[src/rtl/pipe_hold_pkg.sv]
// Package: shared stage encoding and the thermometer expansion of a
// requested stage index. Assumes a four-stage in-order pipeline.
package pipe_hold_pkg;
    localparam int NUM_STG   = 4;
    localparam int STG_IDX_W = $clog2(NUM_STG);

    typedef enum logic [STG_IDX_W-1:0] {
        STG_IF  = 2'd0,
        STG_ALU = 2'd1,
        STG_MEM = 2'd2,
        STG_WB  = 2'd3
    } stage_e;

    // Hold mask covering the named stage and every earlier stage.
    function automatic logic [NUM_STG-1:0] thermo(input logic [STG_IDX_W-1:0] idx);
        logic [NUM_STG-1:0] m;
        for (int s = 0; s < NUM_STG; s++) begin
            m[s] = (s <= int'(idx));
        end
        return m;
    endfunction
endpackage

[src/rtl/hold_mask_gen.sv]
// hold_mask_gen: turns each source's (valid, stage index) request into a
// per-stage hold mask. Assumes a source names at most one stage per cycle.
module hold_mask_gen
    import pipe_hold_pkg::*;
#(
    parameter int N_SRC = 3
) (
    input  logic [N_SRC-1:0]           req_vld,
    input  logic [N_SRC*STG_IDX_W-1:0] req_stage,
    output logic [N_SRC*NUM_STG-1:0]   src_mask
);
    for (genvar i = 0; i < N_SRC; i++) begin : g_src
        // Expand one source's index; an idle source contributes nothing.
        assign src_mask[i*NUM_STG +: NUM_STG] =
            req_vld[i] ? thermo(req_stage[i*STG_IDX_W +: STG_IDX_W]) : '0;
    end
endmodule

[src/rtl/hold_merge.sv]
// hold_merge: ORs all source masks and inverts the result into the stage
// load enables. Assumes masks are thermometer codes, so the output is too.
module hold_merge
    import pipe_hold_pkg::*;
#(
    parameter int N_SRC = 3
) (
    input  logic [N_SRC*NUM_STG-1:0] src_mask,
    output logic [NUM_STG-1:0]       load_en
);
    logic [NUM_STG-1:0] hold;

    // Wired-OR equivalent: any source clearing a stage holds it.
    always_comb begin
        hold = '0;
        for (int i = 0; i < N_SRC; i++) begin
            hold = hold | src_mask[i*NUM_STG +: NUM_STG];
        end
        load_en = ~hold;
    end
endmodule

[src/rtl/pipe_stage_reg.sv]
// pipe_stage_reg: one stage's valid/PC/instruction register. It holds when
// its own enable is low, bubbles when only its predecessor is held, and
// copies otherwise. Assumes the enables are thermometer coded.
module pipe_stage_reg #(
    parameter int AW = 32,
    parameter int IW = 32
) (
    input  logic          clk,
    input  logic          rst_n,
    input  logic          load_self,
    input  logic          load_prev,
    input  logic          in_vld,
    input  logic [AW-1:0] in_pc,
    input  logic [IW-1:0] in_instr,
    output logic          out_vld,
    output logic [AW-1:0] out_pc,
    output logic [IW-1:0] out_instr
);
    // Valid bit: hold, bubble or take the predecessor's valid.
    always_ff @(posedge clk) begin
        if (!rst_n) begin
            out_vld <= 1'b0;
        end else if (load_self) begin
            out_vld <= load_prev & in_vld;
        end
    end

    // Payload: only moves when a real transfer happens.
    always_ff @(posedge clk) begin
        if (!rst_n) begin
            out_pc    <= '0;
            out_instr <= '0;
        end else if (load_self && load_prev) begin
            out_pc    <= in_pc;
            out_instr <= in_instr;
        end
    end
endmodule

[src/rtl/pipe_hold_ctrl.sv]
// pipe_hold_ctrl: distributed stall control for a four-stage in-order
// pipeline plus the stage registers it gates. Each source asks to hold a
// stage and everything before it; the merged enables drive the registers.
// Assumes the fetch side keeps its input stable until fetch_take is high.
module pipe_hold_ctrl
    import pipe_hold_pkg::*;
#(
    parameter int N_SRC = 3,
    parameter int AW    = 32,
    parameter int IW    = 32
) (
    input  logic                       clk,
    input  logic                       rst_n,
    input  logic [N_SRC-1:0]           req_vld,
    input  logic [N_SRC*STG_IDX_W-1:0] req_stage,
    input  logic                       fetch_vld,
    input  logic [AW-1:0]              fetch_pc,
    input  logic [IW-1:0]              fetch_instr,
    output logic                       fetch_take,
    output logic [NUM_STG-1:0]         load_en,
    output logic [NUM_STG-1:0]         stage_vld,
    output logic [NUM_STG*AW-1:0]      stage_pc,
    output logic [NUM_STG*IW-1:0]      stage_instr,
    output logic                       commit_vld,
    output logic [AW-1:0]              commit_pc,
    output logic [IW-1:0]              commit_instr
);
    localparam int LAST = NUM_STG - 1;

    logic [N_SRC*NUM_STG-1:0] src_mask;

    hold_mask_gen #(.N_SRC(N_SRC)) u_mask (
        .req_vld   (req_vld),
        .req_stage (req_stage),
        .src_mask  (src_mask)
    );

    hold_merge #(.N_SRC(N_SRC)) u_merge (
        .src_mask (src_mask),
        .load_en  (load_en)
    );

    for (genvar s = 0; s < NUM_STG; s++) begin : g_stg
        if (s == 0) begin : g_first
            pipe_stage_reg #(.AW(AW), .IW(IW)) u_reg (
                .clk       (clk),
                .rst_n     (rst_n),
                .load_self (load_en[0]),
                .load_prev (1'b1),
                .in_vld    (fetch_vld),
                .in_pc     (fetch_pc),
                .in_instr  (fetch_instr),
                .out_vld   (stage_vld[0]),
                .out_pc    (stage_pc[0 +: AW]),
                .out_instr (stage_instr[0 +: IW])
            );
        end else begin : g_next
            pipe_stage_reg #(.AW(AW), .IW(IW)) u_reg (
                .clk       (clk),
                .rst_n     (rst_n),
                .load_self (load_en[s]),
                .load_prev (load_en[s-1]),
                .in_vld    (stage_vld[s-1]),
                .in_pc     (stage_pc[(s-1)*AW +: AW]),
                .in_instr  (stage_instr[(s-1)*IW +: IW]),
                .out_vld   (stage_vld[s]),
                .out_pc    (stage_pc[s*AW +: AW]),
                .out_instr (stage_instr[s*IW +: IW])
            );
        end
    end

    // Retirement: the instruction in the last stage leaves when it may load.
    always_comb begin
        commit_vld   = stage_vld[LAST] & load_en[LAST];
        commit_pc    = stage_pc[LAST*AW +: AW];
        commit_instr = stage_instr[LAST*IW +: IW];
        fetch_take   = load_en[0];
    end
endmodule

[config.mk]
export PLATFORM = sky130hd
export DESIGN_NAME = pipe_hold_ctrl
export DESIGN_NICKNAME = d
export VERILOG_FILES = /design/src/rtl/pipe_hold_pkg.sv /design/src/rtl/hold_mask_gen.sv /design/src/rtl/hold_merge.sv /design/src/rtl/pipe_stage_reg.sv /design/src/rtl/pipe_hold_ctrl.sv
export SDC_FILE = /design/constraint.sdc
export NUM_CORES = 1
export LEC_CHECK = 0
export CAP_MARGIN = 30
export CELL_PAD_IN_SITES_DETAIL_PLACEMENT = 1
export CELL_PAD_IN_SITES_GLOBAL_PLACEMENT = 1
export CORE_UTILIZATION = 34
export CTS_CLUSTER_DIAMETER = 200
export DETAILED_ROUTE_END_ITERATION = 7
export GPL_TIMING_DRIVEN = 0
export PLACE_DENSITY = 0.92
export SYNTH_ARGS = -nofsm -noshare
export SYNTH_HDL_FRONTEND = slang
export SYNTH_HIERARCHICAL = 1
export SYNTH_SLANG_ARGS = --single-unit
[constraint.sdc]
create_clock -name clk -period 1.65 [get_ports clk]
set_input_delay 0.4125 -clock clk [delete_from_list [all_inputs] [get_ports clk]]
set_output_delay 0.4125 -clock clk [all_outputs]
set_load 0.01 [all_outputs]
==> impl_metrics.env, run 1 <==
export IMPL_status="finished, violations left"
export IMPL_violations="setup timing"
export IMPL_fin_nets=1809
export IMPL_final_cell_mix="nand2_1, nand4_1, o21ai_2, dfxtp_1, dlygate4sd2_1"
export IMPL_maxSlewViolCount=0
export IMPL_ioPinCount=406
export IMPL_initial_core_util_pct=34.4
export IMPL_path_clk_slew_ns=0.06
export IMPL_p_sw_mw=3.57
export IMPL_clockRootBuffer="clkbuf_16"
export IMPL_grt_overflow_total=0
export IMPL_synthAdderAreaFrac_pct=0
export IMPL_min_path_type="input pin to flip-flop"
export IMPL_wirelength_mm=50.4
export IMPL_syn_inst=1267
export IMPL_hold_violations=0
export IMPL_ant_nets=0
export IMPL_worst_ep_required_time_ns=1.24
export IMPL_grt_max_degree=17
export IMPL_hpwl_mm=35.9
export IMPL_clock_sinks=260
export IMPL_tns_ns=-0.0597
export IMPL_power_density_mw_per_mm2=806
export IMPL_row_count=68
export IMPL_grt_pass1_wl_mm=77.2
export IMPL_rsz0062_at_grt="yes"
export IMPL_worstSetupPathType="input pin to output port"
export IMPL_p_int_mw=10.5
export IMPL_p_leak_nw=7.45
export IMPL_synth_avg_cell_area_um2=9.36
export IMPL_drv_cap=0
export IMPL_htreeDepth=1
export IMPL_drc=0
export IMPL_switching_share_pct=25.4
export IMPL_syn_area_mm2=0.0119
export IMPL_cts_tree="done"
export IMPL_start_kind="input pin"
export IMPL_fin_ws_ns=-0.0597
export IMPL_drive_gt1_share_pct=43.5
export IMPL_tightest_slew_ns=0.634
export IMPL_cp_end_kind="output port"
export IMPL_multi_input_area_mm2=0.00501
export IMPL_die_w_um=189
export IMPL_globalplace_congestion=0.886
export IMPL_grt_pass1_vias=12700
export IMPL_pre_cts_ws_ns=-1.39
export IMPL_fp_dieH_um=189
export IMPL_synth_xor_xnor_area_share_pct=0
export IMPL_nFillCells=3942
export IMPL_clockBufferDepth=3
export IMPL_wl_per_cell_um=22.9
export IMPL_peakVddDrop_mv=0.711
export IMPL_grt_total_usage_pct=27.8
export IMPL_p_seq_share_pct=45.0
export IMPL_hold_slack_ns=0.215
export IMPL_detail_route_iter0_violations=500
export IMPL_synthSimpleGateAreaFrac_pct=23.2
export IMPL_synth_mux_area_share_pct=0
export IMPL_syn_to_final_growth_pct=47.0
export IMPL_clock_latency_ns=0.55
export IMPL_synth_compound_area_share_pct=18.6
export IMPL_die_area_mm2=0.0356
export IMPL_io_buffers=404
export IMPL_core_area_mm2=0.0345
export IMPL_cp_max_fo=2
export IMPL_finalCriticalPeriod_ns=1.71
export IMPL_slew_headroom_pct=57.7
export IMPL_post_route_period_util_pct=104
export IMPL_cts_buffers=29
export IMPL_firstDrtPassIters=5
export IMPL_power_frac_comb_pct=10.3
export IMPL_synth_top_family_by_area="simple AND/OR/NAND/NOR gates"
export IMPL_ys_seq_area_share_pct=43.9
export IMPL_netlist_cell_type_count=17
export IMPL_critPathArrivalTime_ns=1.30
export IMPL_final_setup_viol_count=1
export IMPL_max_freq_mhz=585
export IMPL_regArea_mm2=0.00536
export IMPL_antenna_found_initial=1
export IMPL_fin_skew_ns=0.00996
export IMPL_via_per_inst=5.36
export IMPL_clkPwrFrac_pct=44.6
export IMPL_yosys_warnings=6
export IMPL_vias=11800
export IMPL_synth_seq_cells=260
## final timing paths
path,startpoint,endpoint,slack [ns],depth (start not counted)
setup / recovery,req_stage[2],commit_vld,-0.06,6
hold / removal,rst_n,g_stg[1].g_next.u_reg/out_instr[15],0.21,3
setup reg to reg,g_stg[3].g_next.u_reg/out_instr[11],g_stg[3].g_next.u_reg/out_instr[11],0.75,5
hold reg to reg,g_stg[3].g_next.u_reg/out_instr[26],g_stg[3].g_next.u_reg/out_instr[26],0.47,2
## flip-flops by register name, summed over array words and instances, names as in the netlist
signal	cells
g_stg.g_first.u_reg/out_vld	1
g_stg.g_first.u_reg/out_pc	32
g_stg.g_first.u_reg/out_instr	32
g_stg.g_next.u_reg/out_pc	96
g_stg.g_next.u_reg/out_vld	3
g_stg.g_next.u_reg/out_instr	96
## layout make-up
cell class / count / area share [%]
clock buffers: 43 / 4.63
repair buffers: 463 / 23.7
multi-input cells: 801 / 28.7
diodes: 1 / 0.0143
well taps: 455 / 3.26
clock inverters: 6 / 0.474
plain buffers: 178 / 8.45
flip-flops and latches: 260 / 30.7
## kinds of logic (layout without fill, tap and decap cells)
logic type / Yosys count / in the layout
and+or+nand+nor: 539 / 539
other: 1 / 4
DFF: 260 / 260
AOI/OAI and AO/OA: 259 / 259
buffers and inverters: 208 / 690
## power groups by stage
stage / Sequential [mW] / Combinational [mW] / Clock (mW)
CTS: 6.34 / 1.42 / 6.39
finish: 6.33 / 1.45 / 6.28
global placement: 6.49 / 1.38 / 0
floorplan: 6.49 / 0.806 / 0
detailed placement: 6.49 / 1.42 / 0
global route: 6.33 / 1.53 / 6.65
## Yosys cell counts, drive strengths merged
| library cell | n | area (um^2) |
|---|---|---|
| and3 | 3 | 18.8 |
| o21a | 3 | 22.5 |
| nand4 | 260 | 1630 |
| buf | 196 | 1650 |
| nand3b | 4 | 30.0 |
| clkbuf | 12 | 45.0 |
| conb | 1 | 3.75 |
| nand2 | 260 | 976 |
| dfxtp | 260 | 5200 |
| nor3 | 4 | 40.0 |
| and2 | 8 | 63.8 |
| o21ai | 256 | 2180 |
## routing by layer
metal | GRT usage [%] | wire length, um | share of wire [%]
met5 | 0 | 0 | 0
met4 | 12.7 | 2210 | 4.4
met3 | 4.79 | 2840 | 5.6
met2 | 50.1 | 25700 | 51
met1 | 31.7 | 19700 | 39
## through the flow
step / util (%) / power, mW / cell area (um^2) / std cells
floorplan: - / 7.30 / 11900 / 1269
global placement: 47.9 / 7.87 / 16500 / 2128
detailed placement: 47.9 / 7.91 / 16500 / 2128
CTS: 51.6 / 14.1 / 17800 / 2216
global route: 50.6 / 14.5 / 17400 / 2207
finish: 50.6 / 14.1 / 17400 / 2207
## repair_timing
| action | in CTS | in global routing |
|---|---|---|
| pin swaps | 6 | 3 |
| gates resized for setup | 822 | 155 |
| hold buffers | 0 | 0 |
| buffers inserted | 69 | 1 |
| setup endpoints to repair | 565 | 172 |
## critical path, cell delays in order
cell    delay [ns]
buf_6         0.10
and3_4        0.17
nor3_4        0.23
buf_6         0.15
and2_4        0.13
buf_6         0.10
(Power assumes the default switching activity.)
==> run 2: changes to the inputs <==
--- a/config.mk
+++ b/config.mk
@@ -8,11 +8,12 @@
 export CAP_MARGIN = 30
 export CELL_PAD_IN_SITES_DETAIL_PLACEMENT = 1
 export CELL_PAD_IN_SITES_GLOBAL_PLACEMENT = 1
-export CORE_UTILIZATION = 34
+export CORE_UTILIZATION = 35
+export CTS_BUF_LIST = sky130_fd_sc_hd__clkbuf_4 sky130_fd_sc_hd__clkbuf_8
 export CTS_CLUSTER_DIAMETER = 200
 export DETAILED_ROUTE_END_ITERATION = 7
 export GPL_TIMING_DRIVEN = 0
-export PLACE_DENSITY = 0.92
+export PLACE_DENSITY = 0.94
 export SYNTH_ARGS = -nofsm -noshare
 export SYNTH_HDL_FRONTEND = slang
 export SYNTH_HIERARCHICAL = 1
==> impl_metrics.env, run 2 (synthesized netlist as in run 1, its figures left out) <==
export IMPL_worstSetupPathType="input pin to output port"
export IMPL_cts_tree="done"
export IMPL_clockBufferDepth=3
export IMPL_nFillCells=3803
export IMPL_row_count=67
export IMPL_p_seq_share_pct=45.2
export IMPL_clockRootBuffer="clkbuf_8"
export IMPL_p_sw_mw=3.61
export IMPL_globalplace_congestion=0.927
export IMPL_fin_skew_ns=0.0225
export IMPL_post_route_period_util_pct=103
export IMPL_status="finished, violations left"
export IMPL_detail_route_iter0_violations=642
export IMPL_rsz0062_at_grt="yes"
export IMPL_htreeDepth=2
export IMPL_fin_nets=1819
export IMPL_start_kind="input pin"
export IMPL_fin_ws_ns=-0.0547
export IMPL_peakVddDrop_mv=0.454
export IMPL_ioPinCount=406
export IMPL_grt_pass1_vias=12800
export IMPL_regArea_mm2=0.00536
export IMPL_fp_dieH_um=186
export IMPL_io_buffers=404
export IMPL_grt_total_usage_pct=29.6
export IMPL_min_path_type="input pin to flip-flop"
export IMPL_final_cell_mix="nand2_1, nand4_1, o21ai_2, dfxtp_1, dlygate4sd2_1"
export IMPL_maxSlewViolCount=0
export IMPL_p_int_mw=10.4
export IMPL_largestRegisters="g_stg.g_next.u_reg/out_instr (96), g_stg.g_next.u_reg/out_pc (96)"
export IMPL_total_power_mw=14.0
export IMPL_switching_share_pct=25.7
export IMPL_drv_cap=0
export IMPL_grt_pass1_wl_mm=77.5
export IMPL_timing_rr_start="g_stg[3].g_next.u_reg/out_instr[17]"
export IMPL_syn_to_final_growth_pct=46.6
export IMPL_grt_overflow_total=0
export IMPL_hold_violations=0
export IMPL_wirelength_mm=52.5
export IMPL_tightest_slew_ns=0.698
export IMPL_clock_latency_ns=0.55
export IMPL_antenna_found_initial=1
export IMPL_critPathArrivalTime_ns=1.29
export IMPL_cp_max_fo=2
export IMPL_finalCriticalPeriod_ns=1.70
export IMPL_grt_max_degree=17
export IMPL_cts_buffers=44
export IMPL_power_density_mw_per_mm2=806
export IMPL_vias=12200
export IMPL_clkPwrFrac_pct=44.3
export IMPL_power_frac_comb_pct=10.5
export IMPL_hold_slack_ns=0.212
export IMPL_worst_ep_required_time_ns=1.24
export IMPL_drive_gt1_share_pct=44.8
export IMPL_final_setup_viol_count=2
export IMPL_multi_input_area_mm2=0.00502
export IMPL_violations="setup timing"
export IMPL_path_clk_slew_ns=0.06
export IMPL_drc=0
export IMPL_critPathLaunch="req_stage[2]"
export IMPL_wl_per_cell_um=23.6
export IMPL_hold_path_startpoint="rst_n"
export IMPL_ant_nets=0
export IMPL_cp_end_kind="output port"
export IMPL_clock_sinks=260
export IMPL_hpwl_mm=36.6
export IMPL_initial_core_util_pct=35.5
export IMPL_tns_ns=-0.0754
export IMPL_die_area_mm2=0.0346
export IMPL_core_area_mm2=0.0334
export IMPL_postCtsHoldBufs=0
export IMPL_via_per_inst=5.47
export IMPL_p_leak_nw=7.43
export IMPL_firstDrtPassIters=5
export IMPL_slew_headroom_pct=53.5
export IMPL_max_freq_mhz=587
export IMPL_die_w_um=186
run 2: cell types whose count changed in the layout (fill, tap and decap cells not counted), sizes merged:
cell | previous run | this run
clkinvlp | 1 | 0
dlygate4sd2 | 129 | 118
clkdlybuf4s15 | 87 | 97
buf | 299 | 283
clkbuf | 104 | 145
bufinv | 2 | 1
run 2: path summary, 6_finish.rpt:
| kind | end | slack, ns | depth (start not counted) |
|---|---|---|---|
| min | g_stg[0].g_first.u_reg/out_instr[15] | 0.21 | 3 |
| max reg2reg | g_stg[3].g_next.u_reg/out_instr[17] | 0.76 | 4 |
| max | commit_vld | -0.05 | 6 |
| min reg2reg | g_stg[3].g_next.u_reg/out_pc[3] | 0.47 | 2 |
run 2: area by class of cell:
type	count	share of cell area (%)
clock buffers	72	5.16
clock inverters	4	0.259
repair buffers	454	23.1
multi-input cells	801	28.8
flip-flops and latches	260	30.8
well taps	448	3.22
diodes	1	0.0144
plain buffers	182	8.66
run 2: power groups by stage:
stage | clock (mW) | sequential (mW) | combinational, mW
2_1_floorplan | 0 | 6.49 | 0.806
3_3_place_gp | 0 | 6.49 | 1.38
3_5_place_dp | 0 | 6.49 | 1.42
4_1_cts | 6.27 | 6.33 | 1.44
5_1_grt | 6.57 | 6.33 | 1.55
6_report | 6.21 | 6.34 | 1.48
run 2: layer usage:
layer | track usage, % | vias up | share of wire (%)
met1 | 33.0 | 6014 | 38
met3 | 5.67 | 149 | 6.3
met4 | 15.6 | 0 | 5.0
li1 | - | 5455 | -
met5 | 0 | - | 0
met2 | 53.2 | 533 | 51
run 2: critical path, stage by stage:
cell    delay, ns
buf_6        0.09
and3_4       0.18
nor3_4       0.23
buf_6        0.15
and2_4       0.13
buf_6        0.10
run 2: through the flow:
stage | instances | cell area, um^2 | util (%) | setup slack [ns]
floorplan | 1269 | 11900 | - | 0.0378
global placement | 2121 | 16500 | 49.3 | -1.37
detailed placement | 2121 | 16500 | 49.3 | -1.39
CTS | 2229 | 17700 | 52.9 | -0.0398
global route | 2222 | 17400 | 52.0 | -0.0761
finish | 2222 | 17400 | 52.0 | -0.0547
run 2: timing repair:
| action | CTS | global route |
|---|---|---|
| setup endpoints to repair | 564 | 179 |
| gates cloned | 0 | 0 |
| resized for setup | 794 | 170 |
| pin swaps | 8 | 3 |
| buffers inserted | 57 | 2 |
==> run 3: changes to the inputs <==
--- a/config.mk
+++ b/config.mk
@@ -8,12 +8,14 @@
 export CAP_MARGIN = 30
 export CELL_PAD_IN_SITES_DETAIL_PLACEMENT = 1
 export CELL_PAD_IN_SITES_GLOBAL_PLACEMENT = 1
-export CORE_UTILIZATION = 35
+export CORE_UTILIZATION = 38
 export CTS_BUF_LIST = sky130_fd_sc_hd__clkbuf_4 sky130_fd_sc_hd__clkbuf_8
 export CTS_CLUSTER_DIAMETER = 200
 export DETAILED_ROUTE_END_ITERATION = 7
 export GPL_TIMING_DRIVEN = 0
-export PLACE_DENSITY = 0.94
+export PLACE_DENSITY = 0.95
+export RECOVER_POWER = 100
+export REMOVE_ABC_BUFFERS = 1
 export SYNTH_ARGS = -nofsm -noshare
 export SYNTH_HDL_FRONTEND = slang
 export SYNTH_HIERARCHICAL = 1
==> constraint.sdc (replaced) <==
create_clock -name clk -period 2.15 [get_ports clk]
set_input_delay 0.5375 -clock clk [delete_from_list [all_inputs] [get_ports clk]]
set_output_delay 0.5375 -clock clk [all_outputs]
set_load 0.01 [all_outputs]
==> impl_metrics.env, run 3 (synthesized netlist as in run 1, its figures left out) <==
export IMPL_maxSlewViolCount=0
export IMPL_tightest_slew_ns=0.733
export IMPL_final_cell_mix="clkdlybuf4s50_1, nand2_1, nand4_1, dfxtp_1, o21ai_2"
export IMPL_via_per_inst=5.86
export IMPL_hold_end="g_stg[3].g_next.u_reg/out_instr[31]"
export IMPL_grt_max_degree=174
export IMPL_globalplace_congestion=0.761
export IMPL_final_common_cell="clkdlybuf4s50_1"
export IMPL_clock_latency_ns=0.55
export IMPL_switching_share_pct=26.4
export IMPL_max_freq_mhz=459
export IMPL_hpwl_mm=29.1
export IMPL_slew_headroom_pct=51.1
export IMPL_grt_overflow_total=0
export IMPL_path_cells="clkdlybuf4s15_1 > and3_4 > nor3_4 > buf_4 > buf_4 > buf_4 > buf_16 > buf_16 > and2_4 > buf_16 > o21ai_2"
export IMPL_final_setup_viol_count=5
export IMPL_cp_max_fo=18
export IMPL_wl_per_cell_um=25.2
export IMPL_firstDrtPassIters=5
export IMPL_detail_route_iter0_violations=800
export IMPL_fin_nets=1659
export IMPL_critPathLaunch="req_stage[4]"
export IMPL_fin_skew_ns=0.0172
export IMPL_r2r_slack_ns=1.30
export IMPL_cts_tree="done"
export IMPL_io_buffers=405
export IMPL_place_area_mm2=0.0155
export IMPL_core_area_mm2=0.0307
export IMPL_worstSetupPathType="input pin to flip-flop"
export IMPL_drive_gt1_share_pct=22.3
export IMPL_power_frac_comb_pct=11.0
export IMPL_largestRegisters="g_stg.g_next.u_reg/out_instr (96), g_stg.g_next.u_reg/out_pc (96)"
export IMPL_fin_util_pct=54.1
export IMPL_initial_core_util_pct=38.7
export IMPL_row_count=64
export IMPL_clockBufferDepth=3
export IMPL_r2r_cells=2
export IMPL_hold_path_startpoint="g_stg[3].g_next.u_reg/out_instr[31]"
export IMPL_drv_cap=0
export IMPL_start_kind="input pin"
export IMPL_finalNonFillerCells=2014
export IMPL_dpl_cell_count=1891
export IMPL_cp_end_kind="flip-flop"
export IMPL_ant_nets=0
export IMPL_status="finished, violations left"
export IMPL_worst_ep_required_time_ns=2.56
export IMPL_die_area_mm2=0.0319
export IMPL_timing_rr_start="g_stg[0].g_first.u_reg/out_instr[20]"
export IMPL_power_density_mw_per_mm2=662
export IMPL_p_int_mw=8.09
export IMPL_wirelength_mm=50.8
export IMPL_fp_dieH_um=179
export IMPL_path_clk_slew_ns=0.06
export IMPL_hold_path_cell_count=2
export IMPL_final_area_mm2=0.0166
export IMPL_fin_ws_ns=-0.0291
export IMPL_critPathArrivalTime_ns=2.59
export IMPL_post_route_period_util_pct=101
export IMPL_vias=11800
export IMPL_drc=0
export IMPL_die_w_um=179
export IMPL_ioPinCount=406
export IMPL_antenna_found_initial=1
export IMPL_clkPwrFrac_pct=44.7
export IMPL_r2r_end="g_stg[0].g_first.u_reg/out_instr[20]"
export IMPL_p_sw_mw=2.90
export IMPL_grt_total_usage_pct=29.6
export IMPL_htreeDepth=2
export IMPL_syn_to_final_growth_pct=39.9
export IMPL_crit_slowest_cell="nor3_4"
export IMPL_grt_pass1_vias=12100
export IMPL_slowest_delay_ns=0.24
export IMPL_min_path_type="flip-flop to flip-flop"
export IMPL_clockRootBuffer="clkbuf_8"
export IMPL_finalCriticalPeriod_ns=2.18
export IMPL_clock_sinks=260
export IMPL_cts_buffers=46
export IMPL_hold_violations=0
export IMPL_p_seq_share_pct=44.4
export IMPL_postCtsHoldBufs=0
export IMPL_peakVddDrop_mv=0.452
export IMPL_p_leak_nw=5.76
export IMPL_violations="setup timing"
export IMPL_grt_pass1_wl_mm=72.1
## run 3: cell count changes in the layout (fill, tap and decap cells not counted), moves of 21 or more
cell,delta
dfxtp_1,+96
clkdlybuf4s15_1,-74
clkbuf_2,-55
buf_4,-74
dlygate4sd2_1,-115
clkdlybuf4s50_1,+316
o21ai_0,+46
dfxtp_2,-85
buf_6,-57
buf_12,-23
buf_2,-92
o21ai_2,-53
clkdlybuf4s15_2,-21
## run 3: how the worst max path moves through the flow
stage	end	slack, ns	cells after the start
after CTS	stage_instr[83]	0.007	1
after floorplan	g_stg[2].g_next.u_reg/out_instr[31]	-3.84	4
after detailed placement	g_stg[3].g_next.u_reg/out_pc[31]	-1.84	10
final	g_stg[3].g_next.u_reg/out_instr[11]	-0.03	11
after global routing	g_stg[2].g_next.u_reg/out_instr[19]	-0.008	11
after global placement	g_stg[3].g_next.u_reg/out_pc[8]	-12.55	3
## run 3: routing by layer
| metal | share of wire [%] | up-vias | global-route usage (%) |
|---|---|---|---|
| met4 | 5.1 | 0 | 17.2 |
| met5 | 0 | - | 0 |
| met1 | 37 | 5855 | 32.0 |
| li1 | - | 5147 | - |
| met3 | 8.1 | 171 | 8.33 |
| met2 | 50 | 623 | 51.6 |
## run 3: critical path, delay by kind of cell
kind | cells | cell delay (ns)
simple gates | 3 | 0.69
compound gates | 1 | 0.10
buf+inv | 7 | 1.19
## run 3: area by class of cell
type                    count  area (um^2)
diodes                      2         5.00
clock buffers              75          951
clock inverters             6         30.0
fillers                  3372        14100
multi-input cells         805         4840
flip-flops and latches    260         5210
well taps                 396          495
repair buffers            470         5070
## run 3: power groups by stage
stage	Clock (mW)	Combinational (mW)	Sequential (mW)
CTS	4.98	1.15	4.87
global placement	0	0.801	4.97
finish	4.91	1.21	4.87
global route	5.21	1.25	4.87
detailed placement	0	1.01	4.98
floorplan	0	0.285	4.98
## run 3: metrics by stage
stage / setup WS, ns / hold slack [ns] / setup TNS [ns] / power [mW]
final: -0.0291 / 0.473 / -0.0544 / 11.0
after global routing: -0.00766 / 0.497 / -0.0160 / 11.3
after CTS: 0.00654 / 0.443 / 0 / 11.0
after detailed placement: -1.84 / 0.463 / -373.78 / 5.99
after global placement: -12.55 / 0.451 / -2987.01 / 5.77
after floorplan: -3.84 / 0.485 / -990.05 / 5.27
## run 3: repair_timing
action	4_1_cts	5_1_grt
hold endpoints to repair	0	0
resized for setup	41	27
setup buffers	25	7
endpoints found under the setup margin	263	184
pin swaps	10	7
gates cloned	8	5
